$ cat config.mk
export PLATFORM = sky130hd
export DESIGN_NAME = dma_chan_flags
export DESIGN_NICKNAME = d
export VERILOG_FILES = /design/src/rtl/dcf_pkg.sv /design/src/rtl/dcf_watermark.sv /design/src/rtl/dcf_flag_bank.sv /design/src/rtl/dma_chan_flags.sv
export SDC_FILE = /design/constraint.sdc
export NUM_CORES = 1
export LEC_CHECK = 0
export BUFFER_PORTS_ARGS = -buffer_cell sky130_fd_sc_hd__buf_2
export CAP_MARGIN = 20
export CORE_MARGIN = 5
export CORE_UTILIZATION = 40
export DETAILED_ROUTE_END_ITERATION = 16
export PLACE_DENSITY = 0.77
export SYNTH_ARGS = -nofsm -noshare
export SYNTH_HDL_FRONTEND = slang
export SYNTH_HIERARCHICAL = 1
export SYNTH_SLANG_ARGS = --single-unit
export TNS_END_PERCENT = 5
$ cat constraint.sdc
create_clock -name clk -period 4 [get_ports clk]
set_input_delay 0.8 -clock clk [delete_from_list [all_inputs] [get_ports clk]]
set_output_delay 0.8 -clock clk [all_outputs]
set_load 0.1 [all_outputs]
$ cat src/rtl/dcf_pkg.sv
package dcf_pkg;
    localparam int FLAG_W  = 10;
    localparam int B_BUF   = 0;
    localparam int B_MATCH = 1;
    localparam int B_OVR   = 3;
    localparam int B_HALF  = 4;
    localparam int B_DONE  = 5;
    localparam int B_FLO   = 6;
    localparam int B_FHI   = 7;
    localparam int B_ERR0  = 8;
    localparam int B_ERR1  = 9;
    localparam int IRQ_W   = 4;
    // bits held as sticky hardware-set / software-clear flags
    localparam logic [FLAG_W-1:0] STICKY_MASK = 10'b11_1111_1010;
endpackage

$ cat src/rtl/dcf_watermark.sv
module dcf_watermark #(
    parameter int CNT_W = 32
) (
    input  logic             clk,
    input  logic             rst_n,
    input  logic             load_i,
    input  logic [CNT_W-1:0] load_count_i,
    input  logic             dec_i,
    input  logic [CNT_W-1:0] count_i,
    output logic             half_ev_o,
    output logic             done_ev_o
);
    typedef struct packed {
        logic [CNT_W-1:0] half;
        logic             armed;
    } wm_state_t;

    wm_state_t st_d, st_q;

    always_comb begin
        st_d      = st_q;
        half_ev_o = 1'b0;
        done_ev_o = 1'b0;
        if (load_i) begin
            st_d.half  = load_count_i >> 1;
            st_d.armed = 1'b1;
        end else if (dec_i) begin
            done_ev_o = (count_i == '0);
            if (st_q.armed && (count_i == st_q.half)) begin
                half_ev_o  = 1'b1;
                st_d.armed = 1'b0;
            end
        end
    end

    always_ff @(posedge clk) begin
        if (!rst_n) begin
            st_q <= '0;
        end else begin
            st_q <= st_d;
        end
    end

    // the watermark fires once per load
    p_half_once_r3: assert property (@(posedge clk) disable iff (!rst_n)
        half_ev_o |=> !half_ev_o);
endmodule

$ cat src/rtl/dcf_flag_bank.sv
module dcf_flag_bank #(
    parameter int              W    = 10,
    parameter logic [W-1:0]    MASK = '1
) (
    input  logic         clk,
    input  logic         rst_n,
    input  logic [W-1:0] set_i,
    input  logic         wr_en_i,
    input  logic [W-1:0] wr_data_i,
    output logic [W-1:0] flags_o
);
    typedef struct packed {
        logic [W-1:0] flags;
    } fb_state_t;

    fb_state_t st_d, st_q;

    always_comb begin
        st_d = st_q;
        for (int i = 0; i < W; i++) begin
            if (MASK[i]) begin
                st_d.flags[i] = (wr_en_i ? (st_q.flags[i] & wr_data_i[i])
                                         : st_q.flags[i]) | set_i[i];
            end else begin
                st_d.flags[i] = 1'b0;
            end
        end
    end

    always_ff @(posedge clk) begin
        if (!rst_n) begin
            st_q <= '0;
        end else begin
            st_q <= st_d;
        end
    end

    assign flags_o = st_q.flags;

    for (genvar g = 0; g < W; g++) begin : g_chk
        if (MASK[g]) begin : g_sticky
            // a set event always leaves the flag at 1
            p_set_wins_r9: assert property (@(posedge clk) disable iff (!rst_n)
                set_i[g] |=> flags_o[g]);
            // without set or clearing write the flag holds
            p_hold_r9: assert property (@(posedge clk) disable iff (!rst_n)
                (!set_i[g] && !(wr_en_i && !wr_data_i[g]))
                |=> flags_o[g] == $past(flags_o[g]));
        end else begin : g_zero
            // non-sticky positions stay at 0
            p_zero_r10: assert property (@(posedge clk) disable iff (!rst_n)
                !flags_o[g]);
        end
    end
endmodule

$ cat src/rtl/dma_chan_flags.sv
module dma_chan_flags #(
    parameter int CNT_W = 32,
    parameter int REG_W = 32
) (
    input  logic                     clk,
    input  logic                     rst_n,
    input  logic                     load_i,
    input  logic [CNT_W-1:0]         load_count_i,
    input  logic                     dec_i,
    input  logic [CNT_W-1:0]         count_i,
    input  logic                     trigger_i,
    input  logic                     busy_i,
    input  logic                     addr_lo_fault_i,
    input  logic                     addr_hi_fault_i,
    input  logic [1:0]               rd_err_i,
    input  logic                     match_i,
    input  logic                     buf_pending_i,
    input  logic                     wr_en_i,
    input  logic [REG_W-1:0]         wr_data_i,
    input  logic [dcf_pkg::IRQ_W-1:0] irq_en_i,
    output logic [REG_W-1:0]         rd_data_o,
    output logic                     irq_o
);
    import dcf_pkg::*;

    typedef struct packed {
        logic buf_pend;
    } top_state_t;

    top_state_t st_d, st_q;

    logic              half_ev, done_ev;
    logic [FLAG_W-1:0] set_vec;
    logic [FLAG_W-1:0] flags;
    logic [IRQ_W-1:0]  irq_src;
    logic              unused_wr_hi;

    assign unused_wr_hi = ^wr_data_i[REG_W-1:FLAG_W];

    dcf_watermark #(.CNT_W(CNT_W)) u_wm (
        .clk          (clk),
        .rst_n        (rst_n),
        .load_i       (load_i),
        .load_count_i (load_count_i),
        .dec_i        (dec_i),
        .count_i      (count_i),
        .half_ev_o    (half_ev),
        .done_ev_o    (done_ev)
    );

    always_comb begin
        set_vec         = '0;
        set_vec[B_MATCH] = match_i;
        set_vec[B_OVR]   = trigger_i && busy_i;
        set_vec[B_HALF]  = half_ev;
        set_vec[B_DONE]  = done_ev;
        set_vec[B_FLO]   = addr_lo_fault_i;
        set_vec[B_FHI]   = addr_hi_fault_i;
        set_vec[B_ERR0]  = rd_err_i[0];
        set_vec[B_ERR1]  = rd_err_i[1];
    end

    dcf_flag_bank #(.W(FLAG_W), .MASK(STICKY_MASK)) u_bank (
        .clk       (clk),
        .rst_n     (rst_n),
        .set_i     (set_vec),
        .wr_en_i   (wr_en_i),
        .wr_data_i (wr_data_i[FLAG_W-1:0]),
        .flags_o   (flags)
    );

    always_comb begin
        st_d          = st_q;
        st_d.buf_pend = buf_pending_i;
    end

    always_ff @(posedge clk) begin
        if (!rst_n) begin
            st_q <= '0;
        end else begin
            st_q <= st_d;
        end
    end

    always_comb begin
        rd_data_o             = '0;
        rd_data_o[FLAG_W-1:1] = flags[FLAG_W-1:1];
        rd_data_o[B_BUF]      = st_q.buf_pend;
    end

    assign irq_src = {|flags[B_ERR1:B_FLO], flags[B_OVR], flags[B_HALF], flags[B_DONE]};
    assign irq_o   = |(irq_src & irq_en_i);

    // busy trigger is recorded
    p_overrun_r4: assert property (@(posedge clk) disable iff (!rst_n)
        (trigger_i && busy_i) |=> rd_data_o[B_OVR]);
    // reserved bits read zero
    p_reserved_r10: assert property (@(posedge clk) disable iff (!rst_n)
        !rd_data_o[2] && (rd_data_o[REG_W-1:FLAG_W] == '0));
    // an interrupt needs a qualifying flag
    p_irq_src_r11: assert property (@(posedge clk) disable iff (!rst_n)
        irq_o |-> (rd_data_o[B_DONE:B_OVR] != '0) || (rd_data_o[B_ERR1:B_FLO] != '0));
    // decrement to zero is recorded
    p_done_r2: assert property (@(posedge clk) disable iff (!rst_n)
        (dec_i && !load_i && count_i == '0) |=> rd_data_o[B_DONE]);
endmodule

After elaboration in Yosys (flattened, before gate mapping)
Index checks and enable logic that the tools add are counted.
{ "classes": {"n_eq_ne": 1, "muxes": 16, "bitwise_logic": 17, "n_reduce_logical": 8} }
{ "op_table": {"columns": ["op", "count"], "rows": [
  ["== test 32 x 31 -> 1 bit", 1],
  ["logical NOT 32 bit", 1],
  ["2-to-1 mux 1 bit", 16],
  ["bitwise AND 1 bit", 8],
  ["bitwise OR 1 bit", 8],
  ["OR reduction 4 bit", 2],
  ["bitwise AND 4 bit", 1],
  ["nonzero test 2 bit", 2],
  ["logical AND 1 bit", 2],
  ["AND reduction 2 bit", 1]
]} }
{ "totals": {"reg_bits": 43, "input_bits": 113, "out_inout_bits": 33, "elab_cells": 47} }

Depth between registers and ports, before layout
Gate-level depths: netlist of run 1.
{ "depth": {"ltp_word": 6, "depth_mapped": 6, "mapped_depth_nobuf": 6} }

By module
Netlist of run 1, hierarchy kept.
{ "by_module_without_submodules": {"columns": ["mod", "n_inst", "cells_per_inst", "area_per_inst_um2", "seq_area_each_um2"], "rows": [
  ["dcf_watermark", 1, 160, 1627.8, 640.6],
  ["dcf_flag_bank", 1, 35, 345.3, 160.2],
  ["dma_chan_flags", 1, 30, 239.0, 20.0]
]} }

Worst setup path before layout of run 1
OpenSTA, ideal clock, no wires.
{ "synth_timing": {"kind": "reg2out", "startpoint": "reg u_bank.st_q, in the netlist u_bank/flags_o[5]", "endpoint": "out irq_o", "arrival_ns": 1.903, "required_ns": 3.200, "path_slack_ns": 1.297, "path_stages_with_launch": 3, "n_path_buf": 0, "cell_sequence": "dfxtp_1 > a222oi_1 > nand2_1"} }
{ "synth_between": {"elab_chain_len": 2} }
{ "synth_rtl": {"columns": ["element", "line", "text"], "rows": [
  ["from (decl)", "dcf_flag_bank.sv:16", "fb_state_t st_d, st_q;"],
  ["from (signal assigned)", "dcf_flag_bank.sv:34", "st_q <= st_d;"],
  ["bitwise AND 4 bit", "dma_chan_flags.sv:92", "assign irq_o = |(irq_src & irq_en_i);"],
  ["OR reduction 4 bit", "dma_chan_flags.sv:92", null],
  ["to (decl)", "dma_chan_flags.sv:22", "output logic irq_o"]
]} }
Every way passes these cells.

Worst setup path after layout of run 1
{ "layout_timing": {"startpoint": "in irq_en_i[0] (netlist name)", "endpoint": "out irq_o"} }
{ "layout_between": {"elab_chain_len": 2} }
{ "layout_rtl": {"columns": ["element", "line", "text"], "rows": [
  ["from (decl)", "dma_chan_flags.sv:20", "input logic [dcf_pkg::IRQ_W-1:0] irq_en_i,"],
  ["bitwise AND 4 bit", "dma_chan_flags.sv:92", null],
  ["OR reduction 4 bit", "dma_chan_flags.sv:92", null]
]} }
Every way passes these cells.

==> results.md, run 1 <==
- Fmax: 425 MHz
- Worst Tran Pin Value: approximately 1.0 ns
- Post-Route Setup TNS: 0 ns
- Post-CTS setup repair buffer count: 0
- Fraction of layout cells with a size suffix above 1: 0.362
- Residual DRC: 0
- Die extent in y: 84.2 um
- Pwr/cell area: between 300 and 400 nW/um2
- # hold bufs at CTS: 0
- Total power: 0.00101 W
- Gr ovfl total: 0
- Run status: finished clean
- Hold Crit Depth: 2
- Class of the worst hold path: flip-flop to flip-flop
- Syn avg cell area: 9.84 um2
- Vias in the first global route: between 1500 and 2000
- Die area: between 7000 and 8000 um2
- R2R depth: 6
- Num Clock Sinks: ~40
- Clock Skew: roughly 0.0022 ns
- CP required: 3.20 ns
- Largest net degree at the start of global routing: 42
- Crit Path Class: primary input to primary output
- Max_cap viols: 0
- Clock Tree Buf Depth: 2
- Core area: about 5400 um2
- CTS tree: done
- Setup crit end kind: primary output
- Reg2reg setup slack: roughly 2.2 ns
- Reg2reg start: u_wm/st_q[31]
- Post-Synthesis Cells: 224
- H-tree depth: 2
- Mapped Area: 2200 um2
- HP Start: u_bank/flags_o[1]
- Post-cts resize count: 0
- Period utilization: 0.588
- ANT cells: 0
- Clk pin slew, worst setup/hold paths: 0.07 ns
- Crit Path Max Fanout: 1
- Final hold vios: 0
- Drt pass-1 iters: 4
- Initial antenna violation count: 0
- Initial Util: 0.405
- I/O Pins: 146
- Std-Cell Rows: 27
- Vias per cell: 4.56
- Placer Congestion: 0.762
- Synthesis-to-finish area growth: 23.6%
- Setup Viol. Count Final: 0
- Post-DP HPWL: between 4 and 5 mm
- Arrival @ worst endpoint: 1.55 ns
- Critical path origin: irq_en_i[0]
- Detailed Route Iter0 Violations: 35
- Syn. warnings: 6
- First-pass GRT wire length: approximately 8.1 mm
- Vias: between 1500 and 2000
- Final nets: 431
- Clock Latency Late Sink: 0.28 ns
- Slew headroom: 0.336
- Cts bufs inserted: 5
- Static leakage: 1.35 nW
- Final ANT Viol Nets: 0
- Tot GR Track Use: 0.144
- Clock Tree Root: clkbuf_8
- Fillers: around 550
- RSZ-0062 raised after global routing: no
- Wirelength, routed: 5.35 mm
- Port Buf Inserts: 97
- Critical Path Start Type: primary input
- Die Width: 84.2 um
- VDD IR max: 243 uV
- Min Tclk post-route: ~2.4 ns
- Final Max Tran Viols: 0
- Wire per inst: 13.7 um
[layer usage]
| metal | track usage | vias to the layer above | part of all wire |
|---|---|---|---|
| li1 | - | 900 | - |
| met1 | 0.169 | 794 | 0.42 |
| met3 | 0.0569 | 6 | 0.094 |
| met5 | 0 | - | 0 |
| met4 | 0.0351 | 0 | 0.0092 |
| met2 | 0.245 | 79 | 0.47 |
[where the power goes]
group	internal (W)	leakage (nW)	switching [W]
clock	0.000137	0.0443	0.000134
sequential	0.000432	0.339	0.0000170
combinational	0.0000818	0.962	0.000205
total	0.000651	1.35	0.000356
[registers in the layout, summed over array words and instances, names as in the netlist]
| register | flops |
|---|---|
| st_q | 1 |
| u_bank/flags_o | 8 |
| u_wm/st_q | 32 |
[cells in the final DEF, fill, tap and decap left out]
master    count
buf_2        97
dfxtp_1      41
mux2i_1      31
nor2b_1      31
xor2_1       29
conb_1       23
nor4_1       13
nor2_1       10
nor3b_2       8
o21ai_1       7
clkbuf_8      6
nor3_1        3
nand3_1       3
nand2_1       2
and2_1        2
nand4_1       2
xnor2_1       2
a222oi_1      1
o41ai_2       1
clkbuf_1      1
o21ai_2       1
a21oi_1       1
nand2_2       1
nor4_2        1
o21ai_0       1
[critical path, cell delays in order]
cell	delay (ns)
buf_2	0.09
a222oi_1	0.28
nand2_1	0.08
buf_2	0.30
[final timing paths]
check                 endpoint
min          u_bank/flags_o[1]
min reg2reg  u_bank/flags_o[1]
max                      irq_o
max reg2reg  u_bank/flags_o[4]
[through the flow]
stage | util | cells | instance area (um2) | setup WS [ns] | hold slack [ns]
after floorplan | - | 245 | 2280 | 1.30 | 0.462
after global placement | 0.485 | 383 | 2640 | 1.48 | 0.476
after CTS | 0.501 | 390 | 2730 | 1.64 | 0.536
after detailed placement | 0.485 | 383 | 2640 | 1.43 | 0.506
final | 0.501 | 390 | 2730 | 1.65 | 0.527
after global routing | 0.501 | 390 | 2730 | 1.56 | 0.553
[final cells by class]
cell class	instances	area (um2)	area share
Timing Repair Buffer	97	485	0.178
Tap cell	72	90.1	0.0331
Multi-Input combinational cell	173	1240	0.456
Sequential cell	41	821	0.301
Clock buffer	7	86.3	0.0317
Power figures use the tool's default switching activity.
==> run 2, diff against run 1 <==
--- a/config.mk
+++ b/config.mk
@@ -5,12 +5,13 @@
 export SDC_FILE = /design/constraint.sdc
 export NUM_CORES = 1
 export LEC_CHECK = 0
+export ABC_AREA = 1
 export BUFFER_PORTS_ARGS = -buffer_cell sky130_fd_sc_hd__buf_2
 export CAP_MARGIN = 20
 export CORE_MARGIN = 5
 export CORE_UTILIZATION = 40
 export DETAILED_ROUTE_END_ITERATION = 16
-export PLACE_DENSITY = 0.77
+export PLACE_DENSITY = 0.75
 export SYNTH_ARGS = -nofsm -noshare
 export SYNTH_HDL_FRONTEND = slang
 export SYNTH_HIERARCHICAL = 1
==> constraint.sdc (replaced) <==
create_clock -name clk -period 2.5 [get_ports clk]
set_input_delay 0.5 -clock clk [delete_from_list [all_inputs] [get_ports clk]]
set_output_delay 0.5 -clock clk [all_outputs]
set_load 0.1 [all_outputs]
==> run 2 against run 1 <==
Sequential power rose by 60%. Wire length grew 10%. Area after synthesis up 7.2%. Synthesized cell count grew 76%. Sequential share of layout area decreased by 1.7 points. Critical endpoint unchanged. Largest power group unchanged.
==> results.md, run 2 <==
- Gr ovfl total: 0
- Clock Tree Buf Depth: 2
- Port Buf Inserts: 97
- Post-Route Setup TNS: 0 ns
- Min Tclk post-route: 1.77 ns
- Pwr/cell area: 561 nW/um2
- Die Width: 86.9 um
- Tot GR Track Use: 0.156
- Hold slack: between 0.3 and 0.4 ns
- CP required: around 2 ns
- Most frequent cells in the layout: nand2_1 (108), buf_2 (97), inv_1 (72)
- Final nets: approximately 600
- Layout Cells excl Fill: around 560
- First-pass GRT wire length: 9.37 mm
- Slowest-stage cell, CP: buf_2
- Crit path largest cell delay: between 0.4 and 0.5 ns
- Std-Cell Rows: 28
- Static leakage: 1.67 nW
- Setup Viol. Count Final: 0
- Arrival @ worst endpoint: 1.27 ns
- Final hold vios: 0
- Vias per cell: 4.31
- FF+latch area: 821 um2
- Num Clock Sinks: 41
- Max_cap viols: 0
- Period utilization: 0.706
- Post-CTS setup repair buffer count: 0
- Core area: 5820 um2
- Class of the worst hold path: primary input to flip-flop
- Top reg by flops: u_wm/st_q
- Die area: 7540 um2
- Die extent in y: 86.9 um
- Residual DRC: 0
- Largest net degree at the start of global routing: 44
- Crit Path Max Fanout: 3
- Syn avg cell area: 6.00 um2
- Wire per inst: 10.5 um
- Crit path cell chain: nor2_1, nand2_1, nand2_1, nand2_1, buf_2
- Slew headroom: 0.652
- Mapped Area: 2360 um2
- Fmax: 567 MHz
- Cts bufs inserted: 5
- Commonest non-fill, non-tap cell in the layout: nand2_1
- Most numerous cell on the critical path: nand2_1
- Syn. warnings: 6
- Run status: finished clean
- Placer Congestion: 0.798
- Clock Skew: 0.00627 ns
- H-tree depth: 2
- Drt pass-1 iters: 4
- Total power: 0.00162 W
- Footprint of the multi-input gates: 1120 um2
- RSZ-0062 raised after global routing: no
- Vias: approximately 2400
- Critical Path Start Type: flip-flop
- Worst Tran Pin Value: 0.522 ns
- # hold bufs at CTS: 0
- Clock Tree Root: clkbuf_8
- Post-DP HPWL: 4.69 mm
- Fraction of layout cells with a size suffix above 1: 0.220
- Final core occ: 0.496
- Fillers: 609
- ANT cells: 0
- CTS tree: done
- Initial Util: 0.406
- Crit Path Class: flip-flop to primary output
- Final Max Tran Viols: 0
- Clk pin slew, worst setup/hold paths: approximately 0.080 ns
- Final ANT Viol Nets: 0
- Vias in the first global route: about 2200
- Clock Latency Late Sink: approximately 0.29 ns
- Post-cts resize count: 0
- Dpl cells: 554
- Setup crit end kind: primary output
- Detailed Route Iter0 Violations: 102
- Post-Synthesis Cells: 394
- Wirelength, routed: between 5 and 6 mm
- Initial antenna violation count: 0
- I/O Pins: 146
- Largest register FFs: 32
- VDD IR max: 325 uV
- Synthesis-to-finish area growth: 22.1%
## run 2: cell types whose count changed in the layout (fill, tap and decap cells not counted), sizes merged, moves of 29 or more
cell   before  now
nand2       3  108
inv         0   73
mux2i      31    0
nor2b      31    0
a21oi       1   30
nor2       10   60
## run 2: where the power goes
part           internal (W)  switching (W)  total [W]
registers          0.000697      0.0000237   0.000720
clock network      0.000194       0.000228   0.000422
logic              0.000118       0.000359   0.000477
total               0.00101       0.000611    0.00162
## run 2: metrics by stage
step / cell area (um2) / setup WS [ns]
6_report: 2890 / 0.735
5_1_grt: 2890 / 0.613
4_1_cts: 2890 / 0.711
3_5_place_dp: 2800 / 0.815
3_3_place_gp: 2800 / 0.816
2_1_floorplan: 2440 / 0.168
## run 2: worst paths after layout
path | from | end | slack, ns | cells after the start
max | u_bank/flags_o[7] | irq_o | 0.73 | 5
min | buf_pending_i | st_q | 0.39 | 3
max reg2reg | u_wm/st_q[23] | u_bank/flags_o[4] | 1.27 | 10
min reg2reg | u_bank/flags_o[1] | u_bank/flags_o[1] | 0.47 | 2
## run 2: metal layers
| layer | vias to the layer above | part of all wire | GRT usage |
|---|---|---|---|
| met5 | - | 0 | 0 |
| met4 | 0 | 0.019 | 0.0581 |
| met3 | 9 | 0.10 | 0.0464 |
| met2 | 92 | 0.44 | 0.255 |
| met1 | 1000 | 0.44 | 0.193 |
| li1 | 1323 | - | - |
## run 2: critical path, delay by kind of cell, from the launching register on
family | cells | cell delay, ns
DFF | 1 | 0.36
and+or+nand+nor | 4 | 0.19
buffers and inverters | 1 | 0.41
## run 2: cell type report
type	count	area share
Multi-Input combinational cell	267	0.389
Tap cell	75	0.0325
Timing Repair Buffer	98	0.171
Inverter	73	0.0950
Clock inverter	2	0.00347
Sequential cell	41	0.284
Clock buffer	6	0.0252
==> run 3, diff against run 2 <==
--- a/config.mk
+++ b/config.mk
@@ -9,9 +9,9 @@
 export BUFFER_PORTS_ARGS = -buffer_cell sky130_fd_sc_hd__buf_2
 export CAP_MARGIN = 20
 export CORE_MARGIN = 5
-export CORE_UTILIZATION = 40
+export CORE_UTILIZATION = 39
 export DETAILED_ROUTE_END_ITERATION = 16
-export PLACE_DENSITY = 0.75
+export PLACE_DENSITY = 0.77
 export SYNTH_ARGS = -nofsm -noshare
 export SYNTH_HDL_FRONTEND = slang
 export SYNTH_HIERARCHICAL = 1
==> constraint.sdc (replaced) <==
create_clock -name clk -period 1.45 [get_ports clk]
set_input_delay 0.29 -clock clk [delete_from_list [all_inputs] [get_ports clk]]
set_output_delay 0.29 -clock clk [all_outputs]
set_load 0.1 [all_outputs]
==> run 3 against run 2 <==
Critical path depth is the same. Sequential power increased by 72%. Core utilization is 1.2 points higher. Cell count up 0.36%. Wire length up 0.34%. Hold slack worse by 0.22 ns. Via count rose by 1.1%. First-iteration DRC count down 4.9%. Sequential cell count did not move. Die area rose by 2.3%.
==> results.md, run 3 (same netlist as run 2, synthesis figures left out) <==
- Wire per inst: 10.5 um
- Clock Tree Buf Depth: 2
- Sequential share of power: 0.399
- Die Width: 87.8 um
- Tot GR Track Use: 0.147
- VDD IR max: between 500 and 600 uV
- Clk pin slew, worst setup/hold paths: 0.08 ns
- Die extent in y: slightly below 90 um
- Post-CTS setup repair buffer count: 0
- Max_cap viols: 0
- Die area: 7710 um2
- Wirelength, routed: 5.91 mm
- Detailed Route Iter0 Violations: 97
- Fillers: 628
- Std-Cell Rows: 28
- Psw: 0.00107 W
- Commonest non-fill, non-tap cell in the layout: nand2_1
- Num Clock Sinks: 41
- RSZ-0062 raised after global routing: yes
- Cts bufs inserted: 5
- DP Area: 2860 um2
- Clock share of power: 0.329
- Most frequent cells in the layout: nand2_1 (104), buf_2 (96), inv_1 (72)
- Vias in the first global route: 2123
- Residual DRC: 0
- ANT cells: 0
- Final ANT Viol Nets: 0
- CP required: 1.16 ns
- Footprint of the multi-input gates: 1140 um2
- FF+latch area: 847 um2
- Crit Path Max Fanout: 3
- Port Buf Inserts: 97
- Drt pass-1 iters: 4
- Clock Latency Late Sink: 0.30 ns
- Min Tclk post-route: 1.38 ns
- Initial Util: 0.399
- Fraction of layout cells with a size suffix above 1: 0.254
- Critical Path Start Type: flip-flop
- Placer Congestion: ~0.84
- Initial antenna violation count: 0
- Final Max Tran Viols: 0
- Internal power: 0.00203 W
- Fmax: slightly above 700 MHz
- Crit Path Class: flip-flop to primary output
- Setup WS pre-CTS: 0.159 ns
- Period utilization: 0.952
- Synthesis-to-finish area growth: 27.4%
- Static leakage: ~1.7 nW
- Core area: 5920 um2
- Final nets: 601
- Sw frac: 0.346
- Run status: finished clean
- Top reg by flops: u_wm/st_q
- I/O Pins: 146
- First-pass GRT wire length: 8.96 mm
- H-tree depth: 2
- Largest register FFs: 32
- Class of the worst hold path: primary input to flip-flop
- Setup Viol. Count Final: 0
- Arrival @ worst endpoint: 1.09 ns
- Pwr/cell area: between 1000 and 1500 nW/um2
- Post-DP HPWL: 4.70 mm
- Setup crit end kind: primary output
- Final worst setup slack: between 0.06 and 0.07 ns
- Final core occ: 0.508
- Largest net degree at the start of global routing: 54
- CTS tree: done
- Post-route cell area: 3010 um2
- Combinational group share of total power: 0.272
- Clock Tree Root: clkbuf_8
- Gr ovfl total: 0
- Vias: 2450
- Clock Skew: 0.00727 ns
- Vias per cell: 4.34
- Final hold vios: 0
-- run 3: cell types whose count changed in the layout (fill, tap and decap cells not counted), sizes merged --
cell / change
buf: +2
bufinv: +1
clkinv: -1
-- run 3: cell type report --
| cell class | instances | share of cell area |
|---|---|---|
| well taps | 75 | 0.0312 |
| inverters | 73 | 0.0910 |
| flip-flops and latches | 41 | 0.281 |
| multi-input cells | 267 | 0.380 |
| clock buffers | 6 | 0.0312 |
| repair buffers | 100 | 0.174 |
| clock inverters | 2 | 0.0116 |
-- run 3: path summary, 6_finish.rpt --
check             slack [ns]              start                 to  cells after the start
setup / recovery        0.07  u_bank/flags_o[8]              irq_o                      5
hold / removal          0.17      buf_pending_i               st_q                      3
setup reg to reg        0.20      u_wm/st_q[30]  u_bank/flags_o[4]                     10
hold reg to reg         0.47  u_bank/flags_o[1]  u_bank/flags_o[1]                      2
-- run 3: power by group through the flow --
stage	clock [W]	combinational (W)	sequential [W]
after global routing	0.00111	0.000918	0.00125
after global placement	0	0.000832	0.00126
after floorplan	0	0.000594	0.00134
final	0.00102	0.000844	0.00124
after detailed placement	0	0.000839	0.00126
after CTS	0.00106	0.000842	0.00124
-- run 3: routing by layer --
layer  vias to the layer above  wire length, um  global-route usage
met5                         -                0                   0
met4                         0               91              0.0432
met3                         7              591              0.0433
met2                       100             2680               0.248
met1                      1017             2550               0.183
li1                       1326                -                   -
-- run 3: what timing repair did --
| action | CTS | global route |
|---|---|---|
| hold endpoints to repair | 0 | 0 |
| gates resized for setup | 0 | 7 |
| setup endpoints to repair | 0 | 1 |
| hold buffers | 0 | 0 |
-- run 3: worst max-delay path, stage by stage (launching register included) --
cell	delay, ns
dfxtp_4	0.35
nor2_2	0.09
nand2_1	0.05
nand2_1	0.07
nand2_2	0.07
buf_12	0.16
-- run 3: per-stage QoR --
step	hold slack (ns)	cells	power, W	setup TNS (ns)
floorplan	0.383	415	0.00193	0
CTS	0.163	564	0.00314	0
global route	0.195	564	0.00327	-0.00571
detailed placement	0.462	556	0.00210	0
finish	0.171	564	0.00310	0
global placement	0.453	556	0.00209	0
